### src/rtl/sbs_pkg.sv
package sbs_pkg;

    // Classification of one sampled clock cycle
    typedef enum logic [2:0] {
        CYC_IDLE    = 3'd0,
        CYC_DESEL   = 3'd1,
        CYC_RD_NEW  = 3'd2,
        CYC_WR_NEW  = 3'd3,
        CYC_ADVANCE = 3'd4,
        CYC_HOLD    = 3'd5
    } cyc_e;

    typedef struct packed {
        cyc_e kind;
        logic is_wr;
    } cyc_t;

    // Low address bits of beat n for a burst beginning at offset start
    function automatic logic [1:0] beat_offset(input logic [1:0] start,
                                               input logic [1:0] n,
                                               input logic       il);
        return il ? (start ^ n) : (start + n);
    endfunction

endpackage

### src/rtl/sbs_decode.sv
module sbs_decode
    import sbs_pkg::*;
#(
    parameter int NB = 4
) (
    input  logic          adsp_n,
    input  logic          adsc_n,
    input  logic          adv_n,
    input  logic          sel1_n,
    input  logic          sel2,
    input  logic          sel3_n,
    input  logic          gwr_n,
    input  logic          wr_n,
    input  logic [NB-1:0] ben_n,
    input  logic          live,
    output cyc_t          cyc,
    output logic [NB-1:0] lane_we
);
    logic          chip_en;
    logic [NB-1:0] lane_req;
    logic          wr_req;

    assign chip_en  = !sel1_n && sel2 && !sel3_n;
    assign lane_req = {NB{!gwr_n}} | ({NB{!wr_n}} & ~ben_n);
    assign wr_req   = |lane_req;

    always_comb begin
        cyc.kind  = CYC_IDLE;
        cyc.is_wr = 1'b0;
        if (!adsp_n && !sel1_n) begin
            // processor strobe: read only
            cyc.kind = chip_en ? CYC_RD_NEW : CYC_DESEL;
        end else if (!adsc_n) begin
            if (!chip_en) begin
                cyc.kind = CYC_DESEL;
            end else begin
                cyc.kind  = wr_req ? CYC_WR_NEW : CYC_RD_NEW;
                cyc.is_wr = wr_req;
            end
        end else if (live) begin
            cyc.kind  = adv_n ? CYC_HOLD : CYC_ADVANCE;
            cyc.is_wr = wr_req;
        end
    end

    assign lane_we = lane_req & {NB{cyc.is_wr}};

endmodule

### src/rtl/sbs_burst.sv
module sbs_burst
    import sbs_pkg::*;
#(
    parameter int AW = 6
) (
    input  logic          clk,
    input  logic          rst,
    input  logic          freeze,
    input  cyc_t          cyc,
    input  logic [AW-1:0] ext_addr,
    input  logic          order_il,
    output logic [AW-1:0] beat_addr,
    output logic [AW-1:0] cur_addr,
    output logic          live,
    output logic          rd_q
);
    localparam int HW = AW - 2;

    logic [HW-1:0] hi_q, hi_n;
    logic [1:0]    st_q, st_n, cnt_q, cnt_n;
    logic          live_n, rd_n;

    always_comb begin
        hi_n   = hi_q;
        st_n   = st_q;
        cnt_n  = cnt_q;
        live_n = live;
        rd_n   = rd_q;
        unique case (cyc.kind)
            CYC_RD_NEW, CYC_WR_NEW: begin
                hi_n   = ext_addr[AW-1:2];
                st_n   = ext_addr[1:0];
                cnt_n  = 2'd0;
                live_n = 1'b1;
                rd_n   = !cyc.is_wr;
            end
            CYC_ADVANCE: begin
                cnt_n = cnt_q + 2'd1;
                rd_n  = !cyc.is_wr;
            end
            CYC_HOLD:  rd_n   = !cyc.is_wr;
            CYC_DESEL: live_n = 1'b0;
            default: ;
        endcase
    end

    assign beat_addr = {hi_n, beat_offset(st_n, cnt_n, order_il)};

    always_ff @(posedge clk) begin
        if (rst) begin
            hi_q     <= '0;
            st_q     <= '0;
            cnt_q    <= '0;
            live     <= 1'b0;
            rd_q     <= 1'b0;
            cur_addr <= '0;
        end else if (freeze) begin
            live <= 1'b0;
        end else begin
            hi_q     <= hi_n;
            st_q     <= st_n;
            cnt_q    <= cnt_n;
            live     <= live_n;
            rd_q     <= rd_n;
            cur_addr <= beat_addr;
        end
    end

endmodule

### src/rtl/sbs_lane_ram.sv
module sbs_lane_ram #(
    parameter int AW = 6,
    parameter int NB = 4,
    parameter int BW = 8
) (
    input  logic             clk,
    input  logic [NB-1:0]    we,
    input  logic [AW-1:0]    waddr,
    input  logic [NB*BW-1:0] wdata,
    input  logic [AW-1:0]    raddr,
    output logic [NB*BW-1:0] rdata
);
    localparam int DEPTH = 1 << AW;

    for (genvar g = 0; g < NB; g++) begin : g_lane
        logic [BW-1:0] mem [DEPTH];
        always_ff @(posedge clk) begin
            if (we[g]) mem[waddr] <= wdata[g*BW +: BW];
        end
        assign rdata[g*BW +: BW] = mem[raddr];
    end

endmodule

### src/rtl/sburst_sram.sv
module sburst_sram
    import sbs_pkg::*;
#(
    parameter int AW = 6,
    parameter int NB = 4,
    localparam int DW = NB * 8
) (
    input  logic          clk,
    input  logic          rst,
    input  logic [AW-1:0] addr,
    input  logic          adsp_n,
    input  logic          adsc_n,
    input  logic          adv_n,
    input  logic          sel1_n,
    input  logic          sel2,
    input  logic          sel3_n,
    input  logic          gwr_n,
    input  logic          wr_n,
    input  logic [NB-1:0] ben_n,
    input  logic [DW-1:0] dq_d,
    input  logic          oe_n,
    input  logic          order_il,
    input  logic          sleep,
    output logic [DW-1:0] dq_q,
    output logic          dq_oe
);
    cyc_t          cyc;
    logic [NB-1:0] lane_req_we, lane_we;
    logic [AW-1:0] beat_addr, cur_addr;
    logic          live, rd_q;

    sbs_decode #(.NB(NB)) u_dec (
        .adsp_n(adsp_n), .adsc_n(adsc_n), .adv_n(adv_n),
        .sel1_n(sel1_n), .sel2(sel2), .sel3_n(sel3_n),
        .gwr_n(gwr_n), .wr_n(wr_n), .ben_n(ben_n),
        .live(live), .cyc(cyc), .lane_we(lane_req_we)
    );

    sbs_burst #(.AW(AW)) u_bst (
        .clk(clk), .rst(rst), .freeze(sleep), .cyc(cyc),
        .ext_addr(addr), .order_il(order_il),
        .beat_addr(beat_addr), .cur_addr(cur_addr),
        .live(live), .rd_q(rd_q)
    );

    assign lane_we = (sleep || rst) ? '0 : lane_req_we;

    sbs_lane_ram #(.AW(AW), .NB(NB), .BW(8)) u_ram (
        .clk(clk), .we(lane_we), .waddr(beat_addr), .wdata(dq_d),
        .raddr(cur_addr), .rdata(dq_q)
    );

    assign dq_oe = live && rd_q && !oe_n && !sleep;

endmodule

### config.mk
export PLATFORM = sky130hd
export DESIGN_NAME = sburst_sram
export DESIGN_NICKNAME = d
export VERILOG_FILES = /design/src/rtl/sbs_pkg.sv /design/src/rtl/sbs_decode.sv /design/src/rtl/sbs_burst.sv /design/src/rtl/sbs_lane_ram.sv /design/src/rtl/sburst_sram.sv
export SDC_FILE = /design/constraint.sdc
export NUM_CORES = 2
export LEC_CHECK = 0
export CAP_MARGIN = 30
export CELL_PAD_IN_SITES_DETAIL_PLACEMENT = 1
export CELL_PAD_IN_SITES_GLOBAL_PLACEMENT = 2
export CORE_UTILIZATION = 49
export DETAILED_ROUTE_END_ITERATION = 10
export HOLD_SLACK_MARGIN = 0.06
export PLACE_DENSITY_LB_ADDON = 0.1
export SETUP_SLACK_MARGIN = 0.05
export SLEW_MARGIN = 0
export SYNTH_ARGS = -nofsm -noshare
export SYNTH_HDL_FRONTEND = slang
export SYNTH_SLANG_ARGS = --single-unit
### constraint.sdc
create_clock -name clk -period 4.5 [get_ports clk]
set_input_delay 0.45 -clock clk [delete_from_list [all_inputs] [get_ports clk]]
set_output_delay 0.45 -clock clk [all_outputs]
set_load 0.05 [all_outputs]
==> flow_summary.toml <==
[die]
die_h_um = 409
core_um2 = 165000
die_w_um = 409
start_util_pct = 49.3
ios = 88
rows = 149
dieArea_um2 = 167000

[timing]
period_needed_ns = 4.39
hold_viol = 0
timing.hold.ws_ns = 0.129
slew_viol_final = 0
setup-violations-final = 0
final.period_utilization_pct = 97.5
tightest_slew_ns = 0.946
fin_skew_ns = 0.0226
rsz0062_at_grt = "no"
relSlewSlack_pct = 36.8
tns_ns = 0
fmax_mhz = 228

[synthesis]
synth.top_cells.by_area = "edfxtp_1 (76%), mux4_2 (14%), mux2i_1 (1.7%), a211oi_1 (1.4%), nor4_1 (0.99%)"
post-synth-top-area-cell = "edfxtp_1"
synth_top_family_by_area = "multiplexers"
synth_common_cells = "edfxtp_1 (2048), mux4_2 (521), a211oi_1 (146)"
synthDistinctLibCells = 55
synth.cell_area_um2 = 81200
yosys.area_share.simple_pct = 2.18
synth_top_area_share_pct = 75.8
synth_most_common_cell = "edfxtp_1"
synthArstFlopShare_pct = 0
yosysWarnings = 0
ys_seq_elements = 2066
synth-compound-area-share_pct = 3.56
synth_cells = 3756
synth.area.mux_share_pct = 16.4
synth-seq-area-share_pct = 76.2
synthAdderAreaFrac_pct = 0.0154
synthFlopType = "edfxtp_1"
avgSynthCellArea_um2 = 21.6
synthXorXnorAreaFrac_pct = 0
synth_fp_nets = 3812
synth-edff-count = 2048

[clock_tree]
clockBufferDepth = 3
clk_pin_slew_worst_paths_ns = 0.06
clk_latency_ns = 0.82
cts_tree = "built"
cts_root_buffer = "clkbuf_16"
clock-sinks = 2066
h-tree-depth = 4
cts_buffers = 208

[power_and_ir_drop]
ir_worst_vdd_uv = 405
power_leakage_nw = 29.1
power_density_nw_per_um2 = 421

[status]
run_status = "finished, final reports clean"

[grt]
grt_remaining_overflow = 0
grt_max_degree = 100
antenna_found_initial = 7
grt_pass1_vias = 43900
grt_use_total_pct = 27.3
grt_pass1_wl_mm = 325

[drt]
via_per_inst = 6.33
wire_per_inst_um = 34.3
routed_wl_mm = 227
firstDrtPassIters = 5
drc = 0
dr.first_iter.drc_count = 4272
postRouteAntennaNets = 0
vias = 41900

[critical_path]
critPathLaunchType = "flop"
cp-end-kind = "output pin"
required_ns = 4.05
critPathKind = "reg -> out"
crit_path_max_fanout = 99
critPathArrivalTime_ns = 3.94

[cells_and_area]
fin_nets = 4313
drive_above_1_share_pct = 32.8
diodes = 0
area_growth_pct = 16.7

[place]
gp_congestion = 0.828
hpwlAfterDp_mm = 142
port_buffers = 87

[hold_path]
hold_class = "in -> reg"

[flow_run]
maxCapViolCount = 0
## metrics by stage
step	setup WS, ns	util [%]	total power, mW	area, um2	cells
2_1_floorplan	1.09	-	22.4	81200	3756
3_3_place_gp	0.0537	53.3	23.4	87800	6221
3_5_place_dp	0.297	53.3	23.4	87900	6226
4_1_cts	0.0529	57.5	40.2	94700	6619
5_1_grt	0.0684	57.5	40.9	94800	6622
6_report	0.113	57.5	39.9	94800	6622
## placed cells by master (no fill, tap or decap), types with 14 or more instances in the layout
master,instances
a221oi_1,24
nand2_1,77
clkdlybuf4s50_1,23
nor2_1,47
buf_2,34
mux2i_1,134
nor4_2,39
clkbuf_1,41
bufinv_16,18
mux4_2,521
buf_12,64
clkinv_1,54
o221ai_1,24
clkbuf_16,213
mux2_2,18
edfxtp_1,2048
buf_4,436
a22oi_1,53
a21oi_1,95
o21ai_0,14
a211oi_1,139
clkinv_2,37
nor4_1,87
## cell type report
class / count / area [um2]
flip-flops and latches: 2066 / 61900
repair buffers: 564 / 5070
inverters: 4 / 15.0
well taps: 2189 / 2740
multi-input cells: 1413 / 18400
clock buffers: 257 / 5530
clock inverters: 129 / 1110
fillers: 13900 / 70000
## critical path, cell delays in order, from the launching register on
cell and delay [ns]:
dfxtp_4 0.58, buf_16 0.37, mux4_2 0.38, mux2i_1 0.15, a221oi_2 0.57, a21oi_2 0.15, nor3_2 0.33, buf_4 0.18
buf_12 0.12
## per-layer routing
metal  wire (um)  global-route usage [%]  up-vias
met1       94700                    38.8    22800
met3       14600                    4.35      304
met5          34                       0        -
li1            -                       -    17200
met4        5900                    7.19        6
met2      112000                    44.4     1625
## kinds of logic after synthesis
family,after synthesis
adder cells (fa/ha/maj),1
multiplexers,673
AND/OR/NAND/NOR,328
AO/OA/AOI/OAI,411
buffers and inverters,277
flip-flops,2066
## sequential cells by signal (all words and copies together) (netlist names), named ones only
signal / cells
u_bst.cnt_q: 2
u_bst.cur_addr: 2
u_bst.hi_q: 4
u_bst.live: 1
u_bst.rd_q: 1
u_bst.st_q: 2
u_ram.g_lane.mem: 2048
## report_power, final
group / internal [mW] / switching, mW / total [mW]
logic: 0.630 / 1.20 / 1.83
registers: 21.1 / 0.0141 / 21.2
clock network: 9.71 / 7.19 / 16.9
## timing repair
action                     in CTS  in global routing
setup buffers                   6                  0
gates cloned                    0                  0
hold endpoints to repair        2                  0
hold buffers                    1                  0
gates resized for setup        17                  4
setup endpoints to repair      26                  3
## worst paths after layout
path,slack [ns],endpoint,from,cells after the start
setup / recovery,0.11,dq_q[13],flop,8
hold / removal,0.13,u_ram.g_lane[3].mem[28][7],dq_d[31],1
setup reg to reg,0.95,u_ram.g_lane[3].mem[36][7],u_bst.live,11
hold reg to reg,0.47,u_bst.st_q[0],u_bst.st_q[0],2
Power figures use the tool's default switching activity.
